--- src/rtl/missTrackerPkg.sv ---
package missTrackerPkg;

  typedef enum logic [2:0] {
    KIND_LOAD    = 3'd0,
    KIND_FETCH   = 3'd1,
    KIND_STORE   = 3'd2,
    KIND_RMW_RD  = 3'd3,
    KIND_RMW_WR  = 3'd4,
    KIND_LOCK_RD = 3'd5,
    KIND_LOCK_WR = 3'd6,
    KIND_BAD     = 3'd7
  } reqKind_e;

  typedef enum logic [2:0] {
    ANS_NONE   = 3'd0,
    ANS_ISSUED = 3'd1,
    ANS_ALIAS  = 3'd2,
    ANS_FULL   = 3'd3,
    ANS_SCFAIL = 3'd4,
    ANS_BAD    = 3'd5
  } reqAns_e;

  typedef enum logic [1:0] {
    CLS_FETCH  = 2'd0,
    CLS_LOAD   = 2'd1,
    CLS_STORE  = 2'd2,
    CLS_ATOMIC = 2'd3
  } dnClass_e;

  // strobes from control to datapath
  typedef struct packed {
    logic alloc;
    logic allocWr;
    logic allocLock;
    logic clrResv;
    logic retire;
    logic setResv;
    logic flagProto;
  } strobe_t;

endpackage

--- src/rtl/missTrackerTable.sv ---
module missTrackerTable #(
  parameter int ADDR_W   = 32,
  parameter int ENTRIES  = 8,
  parameter int CYC_W    = 16,
  parameter int DEADLOCK = 1000
) (
  input  logic              clk,
  input  logic              rstN,
  input  logic [CYC_W-1:0]  nowCycle,
  input  logic [ADDR_W-1:0] lookLine,
  output logic              lookHit,
  input  logic              allocEn,
  input  logic              allocLock,
  input  logic [ADDR_W-1:0] allocLine,
  input  logic              retEn,
  input  logic [ADDR_W-1:0] retLine,
  output logic              retHit,
  output logic              retLock,
  output logic [CYC_W-1:0]  retIssue,
  output logic              agedAny,
  output logic [ENTRIES-1:0] validVec
);

  logic [ENTRIES-1:0] valid;
  logic [ADDR_W-1:0]  tag   [ENTRIES];
  logic [CYC_W-1:0]   issue [ENTRIES];
  logic [ENTRIES-1:0] lockFlag;
  logic [ENTRIES-1:0] lookMatch, retMatch, aged, freeOh;

  generate
    for (genvar i = 0; i < ENTRIES; i++) begin : gEntry
      logic [CYC_W-1:0] age;
      assign lookMatch[i] = valid[i] && (tag[i] == lookLine);
      assign retMatch[i]  = valid[i] && (tag[i] == retLine);
      assign age          = nowCycle - issue[i];
      assign aged[i]      = valid[i] && (age >= CYC_W'(DEADLOCK));

      always_ff @(posedge clk) begin
        if (!rstN) begin
          valid[i]    <= 1'b0;
          tag[i]      <= '0;
          issue[i]    <= '0;
          lockFlag[i] <= 1'b0;
        end else if (allocEn && freeOh[i]) begin
          valid[i]    <= 1'b1;
          tag[i]      <= allocLine;
          issue[i]    <= nowCycle;
          lockFlag[i] <= allocLock;
        end else if (retEn && retMatch[i]) begin
          valid[i] <= 1'b0;
        end
      end
    end
  endgenerate

  // first free slot, one-hot
  always_comb begin
    logic found;
    found  = 1'b0;
    freeOh = '0;
    for (int i = 0; i < ENTRIES; i++) begin
      if (!valid[i] && !found) begin
        freeOh[i] = 1'b1;
        found     = 1'b1;
      end
    end
  end

  // at most one entry matches a line, so an OR mux suffices
  always_comb begin
    retIssue = '0;
    retLock  = 1'b0;
    for (int i = 0; i < ENTRIES; i++) begin
      if (retMatch[i]) begin
        retIssue = retIssue | issue[i];
        retLock  = retLock | lockFlag[i];
      end
    end
  end

  assign lookHit  = |lookMatch;
  assign retHit   = |retMatch;
  assign agedAny  = |aged;
  assign validVec = valid;

endmodule

--- src/rtl/missTrackerData.sv ---
module missTrackerData
  import missTrackerPkg::*;
#(
  parameter int ADDR_W   = 32,
  parameter int ENTRIES  = 8,
  parameter int CYC_W    = 16,
  parameter int DEADLOCK = 1000,
  parameter int CNT_W    = 4
) (
  input  logic               clk,
  input  logic               rstN,
  input  strobe_t            stb,
  input  logic [ADDR_W-1:0]  reqLine,
  input  logic [ADDR_W-1:0]  cmpLine,
  input  logic               cmpIsWrite,
  output logic               reqHit,
  output logic               resvHit,
  output logic               cmpHit,
  output logic               cmpLock,
  output logic [CYC_W-1:0]   cmpLatency,
  output logic [CNT_W-1:0]   outCount,
  output logic               deadlockErr,
  output logic               protoErr,
  output logic [ENTRIES-1:0] rdValid,
  output logic [ENTRIES-1:0] wrValid
);

  logic [CYC_W-1:0]  nowCycle;
  logic [ADDR_W-1:0] resvLine;
  logic              resvValid;

  logic rdLookHit, wrLookHit, rdRetHit, wrRetHit, rdRetLock, wrRetLock;
  logic rdAged, wrAged;
  logic [CYC_W-1:0] rdIssue, wrIssue;

  missTrackerTable #(.ADDR_W(ADDR_W), .ENTRIES(ENTRIES), .CYC_W(CYC_W), .DEADLOCK(DEADLOCK)) u_rdTab (
    .clk(clk), .rstN(rstN), .nowCycle(nowCycle),
    .lookLine(reqLine), .lookHit(rdLookHit),
    .allocEn(stb.alloc && !stb.allocWr), .allocLock(1'b0), .allocLine(reqLine),
    .retEn(stb.retire && !cmpIsWrite), .retLine(cmpLine),
    .retHit(rdRetHit), .retLock(rdRetLock), .retIssue(rdIssue),
    .agedAny(rdAged), .validVec(rdValid)
  );

  missTrackerTable #(.ADDR_W(ADDR_W), .ENTRIES(ENTRIES), .CYC_W(CYC_W), .DEADLOCK(DEADLOCK)) u_wrTab (
    .clk(clk), .rstN(rstN), .nowCycle(nowCycle),
    .lookLine(reqLine), .lookHit(wrLookHit),
    .allocEn(stb.alloc && stb.allocWr), .allocLock(stb.allocLock), .allocLine(reqLine),
    .retEn(stb.retire && cmpIsWrite), .retLine(cmpLine),
    .retHit(wrRetHit), .retLock(wrRetLock), .retIssue(wrIssue),
    .agedAny(wrAged), .validVec(wrValid)
  );

  assign reqHit     = rdLookHit || wrLookHit;
  assign resvHit    = resvValid && (resvLine == reqLine);
  assign cmpHit     = cmpIsWrite ? wrRetHit : rdRetHit;
  assign cmpLock    = cmpIsWrite && wrRetLock;
  assign cmpLatency = nowCycle - (cmpIsWrite ? wrIssue : rdIssue);

  always_ff @(posedge clk) begin
    if (!rstN) begin
      nowCycle    <= '0;
      outCount    <= '0;
      resvValid   <= 1'b0;
      resvLine    <= '0;
      deadlockErr <= 1'b0;
      protoErr    <= 1'b0;
    end else begin
      nowCycle <= nowCycle + 1'b1;
      outCount <= outCount + CNT_W'(stb.alloc) - CNT_W'(stb.retire);
      if (stb.setResv) begin
        resvValid <= 1'b1;
        resvLine  <= cmpLine;
      end else if (stb.clrResv) begin
        resvValid <= 1'b0;
      end
      if (rdAged || wrAged) deadlockErr <= 1'b1;
      if (stb.flagProto)    protoErr    <= 1'b1;
    end
  end

endmodule

--- src/rtl/missTrackerCtrl.sv ---
module missTrackerCtrl
  import missTrackerPkg::*;
#(
  parameter int LINE_BYTES = 16,
  parameter int MAX_OUT    = 8,
  parameter int CNT_W      = 4,
  localparam int OFF_W     = $clog2(LINE_BYTES),
  localparam int LEN_W     = OFF_W + 1
) (
  input  logic             reqValid,
  input  logic [2:0]       reqType,
  input  logic [OFF_W-1:0] reqOffset,
  input  logic [LEN_W-1:0] reqLen,
  input  logic [1:0]       reqMode,
  input  logic             reqHit,
  input  logic             resvHit,
  input  logic [CNT_W-1:0] outCount,
  input  logic             cmpValid,
  input  logic             cmpHit,
  input  logic             cmpLock,
  output logic [2:0]       reqStatus,
  output logic             dnValid,
  output logic [1:0]       dnClass,
  output logic             dnMode,
  output strobe_t          stb
);

  reqKind_e kind;
  reqAns_e  ans;
  logic     toWrite, lenBad;
  logic [LEN_W:0] reach;

  assign kind    = reqKind_e'(reqType);
  assign toWrite = (kind != KIND_LOAD) && (kind != KIND_FETCH);
  assign reach   = {1'b0, LEN_W'(reqOffset)} + {1'b0, reqLen};
  assign lenBad  = (reach > (LEN_W+1)'(LINE_BYTES)) || (kind == KIND_BAD);

  always_comb begin
    if (!reqValid)                                ans = ANS_NONE;
    else if (lenBad)                              ans = ANS_BAD;
    else if (reqHit)                              ans = ANS_ALIAS;
    else if (outCount >= CNT_W'(MAX_OUT))         ans = ANS_FULL;
    else if (kind == KIND_LOCK_WR && !resvHit)    ans = ANS_SCFAIL;
    else                                          ans = ANS_ISSUED;
  end

  always_comb begin
    unique case (kind)
      KIND_FETCH: dnClass = CLS_FETCH;
      KIND_LOAD:  dnClass = CLS_LOAD;
      KIND_STORE: dnClass = CLS_STORE;
      default:    dnClass = CLS_ATOMIC;
    endcase
  end

  assign reqStatus = ans;
  assign dnValid   = (ans == ANS_ISSUED);
  assign dnMode    = (reqMode == 2'd1);

  always_comb begin
    stb           = '0;
    stb.alloc     = dnValid;
    stb.allocWr   = toWrite;
    stb.allocLock = (kind == KIND_LOCK_RD);
    stb.clrResv   = dnValid && (kind == KIND_LOCK_WR);
    stb.retire    = cmpValid && cmpHit;
    stb.setResv   = cmpValid && cmpHit && cmpLock;
    stb.flagProto = cmpValid && !cmpHit;
  end

endmodule

--- src/rtl/missTracker.sv ---
module missTracker
  import missTrackerPkg::*;
#(
  parameter int ADDR_W     = 32,
  parameter int LINE_BYTES = 16,
  parameter int ENTRIES    = 8,
  parameter int MAX_OUT    = 8,
  parameter int CYC_W      = 16,
  parameter int DEADLOCK   = 1000,
  localparam int OFF_W     = $clog2(LINE_BYTES),
  localparam int LEN_W     = OFF_W + 1,
  localparam int CNT_W     = $clog2(MAX_OUT + 1)
) (
  input  logic              clk,
  input  logic              rstN,
  input  logic              reqValid,
  input  logic [2:0]        reqType,
  input  logic [ADDR_W-1:0] reqAddr,
  input  logic [LEN_W-1:0]  reqLen,
  input  logic [1:0]        reqMode,
  output logic [2:0]        reqStatus,
  output logic              dnValid,
  output logic [1:0]        dnClass,
  output logic [ADDR_W-1:0] dnLine,
  output logic              dnMode,
  input  logic              cmpValid,
  input  logic [ADDR_W-1:0] cmpLine,
  input  logic              cmpIsWrite,
  output logic              cmpDone,
  output logic [CYC_W-1:0]  cmpLatency,
  output logic              cmpMiss,
  output logic [CNT_W-1:0]  outCount,
  output logic              deadlockErr,
  output logic              protoErr
);

  strobe_t            stb;
  logic [ADDR_W-1:0]  reqLineAddr, cmpLineAddr;
  logic               reqHit, resvHit, cmpHit, cmpLock;
  logic [ENTRIES-1:0] rdValid, wrValid;

  assign reqLineAddr = {reqAddr[ADDR_W-1:OFF_W], {OFF_W{1'b0}}};
  assign cmpLineAddr = {cmpLine[ADDR_W-1:OFF_W], {OFF_W{1'b0}}};

  missTrackerCtrl #(.LINE_BYTES(LINE_BYTES), .MAX_OUT(MAX_OUT), .CNT_W(CNT_W)) u_ctrl (
    .reqValid(reqValid), .reqType(reqType), .reqOffset(reqAddr[OFF_W-1:0]),
    .reqLen(reqLen), .reqMode(reqMode), .reqHit(reqHit), .resvHit(resvHit),
    .outCount(outCount), .cmpValid(cmpValid), .cmpHit(cmpHit), .cmpLock(cmpLock),
    .reqStatus(reqStatus), .dnValid(dnValid), .dnClass(dnClass), .dnMode(dnMode),
    .stb(stb)
  );

  missTrackerData #(.ADDR_W(ADDR_W), .ENTRIES(ENTRIES), .CYC_W(CYC_W),
                    .DEADLOCK(DEADLOCK), .CNT_W(CNT_W)) u_data (
    .clk(clk), .rstN(rstN), .stb(stb), .reqLine(reqLineAddr), .cmpLine(cmpLineAddr),
    .cmpIsWrite(cmpIsWrite), .reqHit(reqHit), .resvHit(resvHit), .cmpHit(cmpHit),
    .cmpLock(cmpLock), .cmpLatency(cmpLatency), .outCount(outCount),
    .deadlockErr(deadlockErr), .protoErr(protoErr), .rdValid(rdValid), .wrValid(wrValid)
  );

  assign dnLine  = reqLineAddr;
  assign cmpDone = cmpValid && cmpHit;
  assign cmpMiss = cmpDone && (cmpLatency != '0);

endmodule

--- config.mk ---
export PLATFORM = sky130hd
export DESIGN_NAME = missTracker
export DESIGN_NICKNAME = d
export VERILOG_FILES = /design/src/rtl/missTrackerPkg.sv /design/src/rtl/missTrackerTable.sv /design/src/rtl/missTrackerData.sv /design/src/rtl/missTrackerCtrl.sv /design/src/rtl/missTracker.sv
export SDC_FILE = /design/constraint.sdc
export NUM_CORES = 2
export LEC_CHECK = 0
export ABC_AREA = 1
export ABC_CLOCK_PERIOD_IN_PS = 9300
export BUFFER_PORTS_ARGS = -buffer_cell sky130_fd_sc_hd__buf_2
export CORE_MARGIN = 3
export CORE_UTILIZATION = 35
export DETAILED_ROUTE_END_ITERATION = 10
export SYNTH_ARGS = -nofsm -noshare
export SYNTH_HDL_FRONTEND = slang
export SYNTH_SLANG_ARGS = --single-unit
--- constraint.sdc ---
create_clock -name clk -period 9.3 [get_ports clk]
set_clock_uncertainty 0.05 [all_clocks]
set_input_delay 1.395 -clock clk [delete_from_list [all_inputs] [get_ports clk]]
set_output_delay 1.395 -clock clk [all_outputs]
set_load 0.005 [all_outputs]
==> flow_summary.toml <==
[clock_network]
hold_buffers = 0
cts_resized = 0
path_clk_slew_ns = 0.05
clock_latency_ns = 0.73
post_cts_buffers = 0
cts_max_level = 3
root_buffer = "clkbuf_16"
cts_tree = "yes"
clock_path_buffers = 3
numCtsBuffers = 92
cts.sinks = 779

[status]
run_status = "completed"

[worst_setup_path]
cp.arrival_ns = 7.03
start_kind = "input pin"
critical_path_class = "input pin to output pin"
cpLargestDelayFamily = "simple AND/OR/NAND/NOR gates"
path_max_fanout = 13
cp-end-kind = "output pin"
critPathRequiredTime_ns = 7.86
crit_slowest_cell = "inv_1"
path_buf_inv = 8
slowest_delay_ns = 0.99
cpMostUsedCell = "nand2_1"

[logic_synthesis]
syn_avg_cell_area_um2 = 6.90
synthMostInstantiatedCell = "nand2_1"
yosysWarnings = 0
synth.distinct_cells = 59
synth_commonest_cells = "nand2_1, nor2_1, inv_1"
synth_edf_count = 704
ys_seq_elements = 779
ys_seq_area_share_pct = 37.3
synth.area.top_cells = "edfxtp_1, nand2_1, nor2_1, inv_1, ha_1"
syn_area_mm2 = 0.0607
async_flop_share_pct = 0
synth_top_area_share_pct = 34.8
yosys.area.top_type = "edfxtp_1"
synth_ff_type = "edfxtp_1"
synthCells = 8799

[global_routing]
grt_pass1_vias = 56200
grt_max_degree = 62
overflow = 0
antenna_found_initial = 18
grt_pass1_wl_mm = 401
track_usage_pct = 30.9

[pwr]
p_seq_share_pct = 42.6
clkPwrFrac_pct = 39.4
p_leak_nw = 31.8
powerDensity_mw_per_mm2 = 144
fin_total_pwr_mw = 9.69
p_int_mw = 6.69
p_comb_share_pct = 18.0
switching_share_pct = 30.9
p_switching_mw = 2.99
ir_worst_vdd_mv = 0.157

[die]
io_pins = 142
die-area_mm2 = 0.178
coreArea_mm2 = 0.172
start_util_pct = 35.3
die_h_um = 422
die_w_um = 422
core.rowCount = 152

[sta]
setup_tns_ns = 0
fmax_mhz = 118
hold_violations = 0
max_slew_margin_pct = 7.90
post-route-min-period_ns = 8.47
post-route-period-util_pct = 91.1
grt_setup_unrepaired = "no"
worst_slew_pin_slew_ns = 1.38
setup_viol = 0
maxSlewViolCount = 0
hold-worst-slack_ns = 0.414

[finish]
finalNonFillerCells = 11300
multi_input_area_mm2 = 0.0310
syn_to_final_growth_pct = 10.6
nNetsFinal = 9238
seqCellArea_mm2 = 0.0226
drive_gt1_share_pct = 6.53
nFillCells = 18200

[placement]
gp_congestion = 1.00
dp_cells = 11100
portBuffers = 133
dpl.hpwl_mm = 195

[detailed_routing]
wl_per_cell_um = 25.5
firstDrtPassIters = 9
drcViolationCount = 0
ant_nets = 0
routed_wl_mm = 288
first_iter_violations = 9462
avgViaCountPerCell = 5.56
vias = 62700

[hold_path]
hp-class = "flip-flop to flip-flop"

[run]
max-cap-violations = 0
path summary, 6_finish.rpt:
path         cells after the start                       endpoint  slack [ns]                                    start
min reg2reg                      2   u_data.protoErr$_SDFFE_PN0P_        0.41             u_data.protoErr$_SDFFE_PN0P_
max                             34                        cmpMiss        0.83                              cmpLine[17]
max reg2reg                     23  u_data.outCount[3]$_SDFF_PN0_        4.52  u_data.u_rdTab.validVec[1]$_SDFFE_PN0P_
min                              2   u_data.protoErr$_SDFFE_PN0P_        0.41             u_data.protoErr$_SDFFE_PN0P_
cell usage in the layout, fill, tap and decap left out, drive strengths merged, types with 4 or more instances in the layout:
master and count:
bufinv 12, o221ai 5, clkinv 53, nand2 2517, o211ai 6, nand3b 71
and2 17, ha 265, dfxtp 75, diode 13, a21oi 267, conb 4
edfxtp 704, buf 339, o22ai 317, a221oi 11, o21bai 9, fa 19
nor4 4, xor2 101, inv 1363, nand3 387, xnor2 173, nor3 62
nor2 1567, clkinvlp 5, clkbuf 118, o2111ai 21, nand4 222, a21o 4
or2 23, o21ai 187, a22o 4, o21a 4
state kept, by name, indices dropped and copies added (netlist names):
| name | count |
|---|---|
| u_data.deadlockErr | 1 |
| u_data.nowCycle | 16 |
| u_data.u_wrTab.tag | 224 |
| u_data.u_wrTab.lockFlag | 8 |
| u_data.resvLine | 28 |
| u_data.u_rdTab.tag | 224 |
| u_data.outCount | 4 |
| u_data.u_wrTab.validVec | 8 |
| u_data.u_rdTab.issue | 128 |
| u_data.protoErr | 1 |
| u_data.resvValid | 1 |
| u_data.u_rdTab.validVec | 8 |
| u_data.u_wrTab.issue | 128 |
logic make-up after synthesis:
kind of cell             after synthesis  synth area share, %
AO/OA/AOI/OAI                        844                 8.02
XOR/XNOR                             274                 3.95
adder cells (fa/ha/maj)              284                 6.09
buffers and inverters               1745                 11.6
flip-flops                           779                 37.3
other                                  1              0.00618
AND/OR/NAND/NOR                     4872                 33.0
stage by stage:
stage	util (%)	cell area (um2)	setup WS [ns]
detailed placement	37.2	64000	1.06
CTS	39.0	67100	1.05
floorplan	-	60700	2.37
global placement	37.2	64000	1.10
global route	39.0	67100	0.563
finish	39.0	67100	0.828
layout make-up:
cell class / instances / share of cell area (%)
clock buffers: 118 / 3.76
repair buffers: 339 / 3.34
flip-flops and latches: 779 / 33.7
clock inverters: 48 / 0.817
inverters: 1385 / 7.75
multi-input cells: 6278 / 46.3
diodes: 13 / 0.0485
well taps: 2310 / 4.31
power by group through the flow:
stage          logic, mW  clock network, mW  registers (mW)
2_1_floorplan       1.02                  0            4.14
5_1_grt             1.84               3.96            4.13
3_3_place_gp        1.66                  0            4.19
3_5_place_dp        1.67                  0            4.19
6_report            1.74               3.82            4.13
4_1_cts             1.68               3.82            4.12
worst min-delay path, delay by kind of cell, from the launching register on:
family | cells | cell delay, ns
AND/OR/NAND/NOR | 1 | 0.07
flip-flops | 1 | 0.32
AO/OA/AOI/OAI | 1 | 0.04
routing by layer:
metal  wire length (um)  GRT usage, %  up-vias
met5                185         0.134        -
met2             120000          46.2     4261
met3              36500          8.42     1066
li1                   -             -    28200
met1             109000          39.6    29100
met4              21900          19.2       14
Note: power is estimated with default switching activity, not from simulation.
